--- src/rtl/fifo_ring_pkg.sv ---
// Package: helpers shared by the ring FIFO modules.
// Assumes: depths are at least 1.
package fifo_ring_pkg;
    // Width of an index into a memory of the given depth (at least 1 bit).
    function automatic int ptr_w(input int depth);
        return (depth > 1) ? $clog2(depth) : 1;
    endfunction

    // Width of an occupancy counter that must hold 0..depth.
    function automatic int cnt_w(input int depth);
        return $clog2(depth + 1);
    endfunction
endpackage

--- src/rtl/fifo_ring_slice.sv ---
// Module: one slice of the token-ring FIFO.
// Holds SLICE_DEPTH words in a circular memory. It writes only while it owns
// the write token and reads only while it owns the read token. When it touches
// its last location it pulses the matching expansion-out wire, and the successor
// takes the token on the same edge.
// Assumes: wr_go / rd_go are already gated by the composite flags.
module fifo_ring_slice
    import fifo_ring_pkg::*;
#(
    parameter int DATA_W     = 8,
    parameter int SLICE_DEPTH = 4
) (
    input  logic              clk,
    input  logic              rst_n,
    input  logic              first_load_n,
    input  logic              wr_go,
    input  logic [DATA_W-1:0] wr_data,
    input  logic              rd_go,
    input  logic              xi_wr,
    input  logic              xi_rd,
    output logic              xo_wr,
    output logic              xo_rd,
    output logic              wr_tok,
    output logic              rd_tok,
    output logic              s_empty,
    output logic              s_full,
    output logic              rd_fire,
    output logic [DATA_W-1:0] q
);
    localparam int AW = ptr_w(SLICE_DEPTH);
    localparam int CW = cnt_w(SLICE_DEPTH);
    localparam logic [AW-1:0] LAST = AW'(SLICE_DEPTH - 1);
    localparam logic [CW-1:0] CAP  = CW'(SLICE_DEPTH);

    logic [DATA_W-1:0] mem [SLICE_DEPTH];
    logic [AW-1:0]     wptr, rptr;
    logic [CW-1:0]     cnt;
    logic              do_wr, do_rd;

    // Local operation strobes and token-out pulses.
    always_comb begin
        do_wr   = wr_tok & wr_go & ~s_full;
        do_rd   = rd_tok & rd_go & ~s_empty;
        xo_wr   = do_wr & (wptr == LAST);
        xo_rd   = do_rd & (rptr == LAST);
        rd_fire = do_rd;
    end

    assign s_empty = (cnt == '0);
    assign s_full  = (cnt == CAP);

    // Token ownership: reset from first-load, gain on xi, lose on own xo.
    always_ff @(posedge clk) begin
        if (!rst_n) begin
            wr_tok <= ~first_load_n;
            rd_tok <= ~first_load_n;
        end else begin
            if (xi_wr)      wr_tok <= 1'b1;
            else if (xo_wr) wr_tok <= 1'b0;
            if (xi_rd)      rd_tok <= 1'b1;
            else if (xo_rd) rd_tok <= 1'b0;
        end
    end

    // Pointers and occupancy count.
    always_ff @(posedge clk) begin
        if (!rst_n) begin
            wptr <= '0;
            rptr <= '0;
            cnt  <= '0;
        end else begin
            if (do_wr) wptr <= (wptr == LAST) ? '0 : wptr + 1'b1;
            if (do_rd) rptr <= (rptr == LAST) ? '0 : rptr + 1'b1;
            case ({do_wr, do_rd})
                2'b10:   cnt <= cnt + 1'b1;
                2'b01:   cnt <= cnt - 1'b1;
                default: cnt <= cnt;
            endcase
        end
    end

    // Storage array write port.
    always_ff @(posedge clk) begin
        if (do_wr) mem[wptr] <= wr_data;
    end

    // Registered read data of this slice.
    always_ff @(posedge clk) begin
        if (!rst_n)     q <= '0;
        else if (do_rd) q <= mem[rptr];
    end
endmodule

--- src/rtl/fifo_ring_outsel.sv ---
// Module: AND-OR selector for the shared read bus.
// Passes the data of the slice whose select bit is set; all zero when none is.
// Assumes: sel is one-hot or zero.
module fifo_ring_outsel #(
    parameter int N_SLICES = 3,
    parameter int DATA_W   = 8
) (
    input  logic [N_SLICES-1:0]        sel,
    input  logic [N_SLICES*DATA_W-1:0] din,
    output logic [DATA_W-1:0]          dout
);
    // OR together each slice's data masked by its select bit.
    always_comb begin
        dout = '0;
        for (int i = 0; i < N_SLICES; i++) begin
            dout = dout | (din[i*DATA_W +: DATA_W] & {DATA_W{sel[i]}});
        end
    end
endmodule

--- src/rtl/fifo_cascade_ring.sv ---
// Module: deep FIFO built from N_SLICES slices joined in a token ring.
// Each slice's expansion-out links to the next slice's expansion-in, with the
// last wrapping to the first; write and read tokens use separate links.
// The composite flags come from the token holders, and the output bus shows the
// slice that made the most recent read.
// Assumes: exactly one bit of first_load_n is 0 during reset.
module fifo_cascade_ring #(
    parameter int N_SLICES    = 3,
    parameter int SLICE_DEPTH = 4,
    parameter int DATA_W      = 8
) (
    input  logic                clk,
    input  logic                rst_n,
    input  logic [N_SLICES-1:0] first_load_n,
    input  logic                wr_en,
    input  logic [DATA_W-1:0]   wr_data,
    input  logic                rd_en,
    output logic [DATA_W-1:0]   rd_data,
    output logic                empty,
    output logic                full
);
    logic [N_SLICES-1:0]        xo_wr_v, xo_rd_v, xi_wr_v, xi_rd_v;
    logic [N_SLICES-1:0]        wr_tok_v, rd_tok_v, empty_v, full_v, fire_v;
    logic [N_SLICES*DATA_W-1:0] q_flat;
    logic [N_SLICES-1:0]        last_rd;
    logic                       wr_go, rd_go;

    // Composite flags from the current token holders.
    always_comb begin
        empty = |(rd_tok_v & empty_v);
        full  = |(wr_tok_v & full_v);
        wr_go = wr_en & ~full;
        rd_go = rd_en & ~empty;
    end

    for (genvar i = 0; i < N_SLICES; i++) begin : g_slice
        localparam int PREV = (i + N_SLICES - 1) % N_SLICES;
        assign xi_wr_v[i] = xo_wr_v[PREV];
        assign xi_rd_v[i] = xo_rd_v[PREV];

        fifo_ring_slice #(.DATA_W(DATA_W), .SLICE_DEPTH(SLICE_DEPTH)) u_slice (
            .clk          (clk),
            .rst_n        (rst_n),
            .first_load_n (first_load_n[i]),
            .wr_go        (wr_go),
            .wr_data      (wr_data),
            .rd_go        (rd_go),
            .xi_wr        (xi_wr_v[i]),
            .xi_rd        (xi_rd_v[i]),
            .xo_wr        (xo_wr_v[i]),
            .xo_rd        (xo_rd_v[i]),
            .wr_tok       (wr_tok_v[i]),
            .rd_tok       (rd_tok_v[i]),
            .s_empty      (empty_v[i]),
            .s_full       (full_v[i]),
            .rd_fire      (fire_v[i]),
            .q            (q_flat[i*DATA_W +: DATA_W])
        );
    end

    // Remember which slice drives the shared output bus.
    always_ff @(posedge clk) begin
        if (!rst_n)       last_rd <= '0;
        else if (|fire_v) last_rd <= fire_v;
    end

    fifo_ring_outsel #(.N_SLICES(N_SLICES), .DATA_W(DATA_W)) u_outsel (
        .sel  (last_rd),
        .din  (q_flat),
        .dout (rd_data)
    );
endmodule

--- config.mk ---
export PLATFORM = sky130hd
export DESIGN_NAME = fifo_cascade_ring
export DESIGN_NICKNAME = d
export VERILOG_FILES = /design/src/rtl/fifo_ring_pkg.sv /design/src/rtl/fifo_ring_slice.sv /design/src/rtl/fifo_ring_outsel.sv /design/src/rtl/fifo_cascade_ring.sv
export SDC_FILE = /design/constraint.sdc
export NUM_CORES = 1
export LEC_CHECK = 0
export ABC_CLOCK_PERIOD_IN_PS = 2710
export BUFFER_PORTS_ARGS = -buffer_cell sky130_fd_sc_hd__buf_4
export CAP_MARGIN = 30
export CORE_MARGIN = 2
export CORE_UTILIZATION = 55
export DETAILED_ROUTE_END_ITERATION = 16
export PLACE_DENSITY = 0.73
export SLEW_MARGIN = 30
export SYNTH_ARGS = -nofsm -noshare
export SYNTH_HDL_FRONTEND = slang
export SYNTH_HIERARCHICAL = 1
export SYNTH_SLANG_ARGS = --single-unit
--- constraint.sdc ---
create_clock -name clk -period 2.71 [get_ports clk]
set_clock_uncertainty 0.2 [all_clocks]
set_input_delay 0.542 -clock clk [delete_from_list [all_inputs] [get_ports clk]]
set_output_delay 0.542 -clock clk [all_outputs]
set_load 0.01 [all_outputs]
==> flow_summary.toml <==
[finish]
multi_input_area_mm2 = 0.00202
area_growth_pct = 15.8
final_area_mm2 = 0.00723
register_area_mm2 = 0.00404
nets = 504
antenna_cells = 0
n_fill_cell = 799
drive_gt1_share_pct = 23.3

[synth]
netlist_area_mm2 = 0.00624
yosysWarnings = 6
syn_nets = 462
syn_inst = 426
synth_cell_types = 33
ys_ff_latch = 150
synth.avg_cell_area_um2 = 14.6
synth.yosys.seq_area_share_pct = 64.5

[pwr]
power_density_mw_per_mm2 = 690
vdd_ir_drop_max_uv = 615
p_leak_nw = 2.57

[run_status]
status = "finished clean"

[setup_path]
critPathRequiredTime_ps = 2850
startpoint_type = "flip-flop"
cp_slowest_stage_delay_ps = 390
crit_fanout = 5
crit_chain = "nor3_1, a22oi_2, and3_4, o311a_1, ha_1, inv_1, fa_1, xor2_1, or3_1, a21oi_1"
critical_path_class = "flip-flop to flip-flop"
critPathSlowestCell = "dfxtp_4"
crit_arrival_ps = 2770
end_kind = "flip-flop"

[global_routing]
grt_max_degree = 44
grt_pass1_wl_mm = 19.8
grt_overflow = 0
grt_pass1_vias = 3835
grt_antenna_before_repair = 0
grt_usage_pct = 21.2

[route]
drtAntennaViolNets = 0
drtIter0Drc = 317
drc = 0
viasPerCell = 5.80
via_count = 3604
dr.pass1.iters = 5
drt_wl_total_mm = 12.2
routedWlPerCell_um = 19.6

[place]
routabilityCongestion = 0.744
hpwl_mm = 8.22
io_buffers = 24
dpl-instance-area_mm2 = 0.00660

[floorplan]
fp.coreArea_mm2 = 0.0109
die_h_um = 111
rows = 38
io_pins = 25
die_width_um = 111
dieArea_mm2 = 0.0122
initial_utilization_pct = 57.1

[flow_run]
cap_violations = 0

[clocking]
root_buffer = "clkbuf_16"
numCtsBuffers = 17
cts_tree = "yes"
cts.htree.levels = 4
clk_latency_ps = 420
clockBufferDepth = 2
ctsHoldBuffers = 0
cts_sinks = 150
clk_pin_slew_ps = 60

[sta]
hold_viol = 0
tightest_slew_ps = 656
max_freq_mhz = 380
maxSlewViolCount = 0
rsz0062_at_grt = "true"
tns_ps = 0
min_period_over_period_pct = 97.1
period_minus_slack_ps = 2630
slew_headroom_pct = 56.2
setup_violations = 0

[min_path]
hp-class = "primary input to flip-flop"
## cells by family after synthesis
logic type	count (synthesis)	share of synthesized area, %
xor+xnor	6	0.842
compound gates	67	8.56
simple gates	103	8.32
buf+inv	49	3.59
fa+ha+maj	21	4.57
mux	30	9.63
flops	150	64.5
## placed cells by master, fill, tap and decap left out, types with 5 or more instances in the layout
cell type,instances
a21oi_1,11
a222oi_1,8
nor3b_1,5
inv_1,32
o21a_1,8
and2_1,18
xor2_1,6
nor2_1,27
inv_6,5
ha_1,17
edfxtp_1,102
buf_4,40
o21ai_0,6
mux2i_1,6
dfxtp_1,41
dfxtp_2,5
nand2_1,33
o2bb2ai_1,24
clkbuf_16,17
mux4_2,24
## flip-flops by register name (all words and copies together), names as in the netlist
| signal | flops |
|---|---|
| g_slice.u_slice/wptr | 6 |
| last_rd | 3 |
| g_slice.u_slice/cnt | 9 |
| g_slice.u_slice/wr_tok | 3 |
| g_slice.u_slice/rptr | 6 |
| g_slice.u_slice/q | 24 |
| g_slice.u_slice/rd_tok | 3 |
| g_slice.u_slice/mem | 96 |
## stage by stage
stage	total power, mW	setup slack [ps]	utilization [%]	std cells	hold WS [ps]
global placement	2.77	186	60.4	588	251
global route	5.16	-49.3	66.1	621	197
finish	4.99	78.5	66.1	621	203
floorplan	2.69	50.7	-	426	240
detailed placement	2.78	16.4	60.4	588	256
CTS	5.02	9.62	65.6	620	193
## cell type report
type,count,share of cell area (%)
Sequential cell,150,55.9
Multi-Input combinational cell,227,28.0
Clock buffer,20,6.32
Timing Repair Buffer,40,4.16
Tap cell,140,2.42
Inverter,32,1.66
Clock inverter,12,1.61
## where the power goes
group | internal (mW) | leakage, nW | switching (mW)
clock network | 1.32 | 0.278 | 0.920
logic | 0.0886 | 0.969 | 0.120
registers | 2.50 | 1.32 | 0.0370
## layer usage
metal  vias to the layer above  part of all wire, %  track usage, %
met5                         -                    0               0
li1                       1684                    -               -
met2                        94                   51            35.1
met4                         0                  2.1            8.75
met1                      1808                   42            26.5
met3                        18                  4.3            5.93
## cells in the mapped netlist, drive strengths merged
cell type,n,area (µm²)
xor2,6,52.6
or3,3,18.8
a21oi,12,60.1
nand2,33,124
fa,3,60.1
edfxtp,102,3060
or4,3,22.5
o21ai,6,30.0
and2,18,113
buf,9,71.3
o31ai,1,12.5
a211o,3,26.3
o311a,3,30.0
nand2b,3,18.8
o21a,8,60.1
mux2i,6,60.1
nor2b,3,18.8
and3,2,12.5
inv,32,120
nor2,27,101
o2bb2ai,24,210
nor3b,8,75.1
dfxtp,48,961
ha,18,225
mux4,24,541
clkbuf,8,32.5
a222oi,8,80.1
a22oi,2,25.0
nor3,3,15.0
## worst max-delay path: cells and delay by family (launching register included)
family | cells | cell delay (ps)
buffers and inverters | 1 | 60
AO/OA/AOI/OAI | 3 | 570
AND/OR/NAND/NOR | 3 | 630
XOR/XNOR | 1 | 160
adder cells (fa/ha/maj) | 2 | 560
flip-flops | 1 | 390
## path summary, 6_finish.rpt
path / slack (ps) / end / cells after the start / startpoint
setup reg to reg: 80 / g_slice[0].u_slice/cnt[2]$_SDFFE_PN0P_ / 10 / g_slice[0].u_slice/cnt[0]$_SDFFE_PN0P_
hold reg to reg: 260 / g_slice[2].u_slice/q[5]$_SDFFE_PN0P_ / 2 / g_slice[2].u_slice/q[5]$_SDFFE_PN0P_
setup / recovery: 80 / g_slice[0].u_slice/cnt[2]$_SDFFE_PN0P_ / 10 / g_slice[0].u_slice/cnt[0]$_SDFFE_PN0P_
hold / removal: 200 / g_slice[1].u_slice/mem[1][4]$_DFFE_PP_ / 1 / wr_data[4]
## repair_timing
item	4_1_cts	5_1_grt
setup buffers	0	1
endpoints found under the setup margin	0	3
gates resized for setup	0	16
No activity file was read; power rests on OpenSTA's default activity.
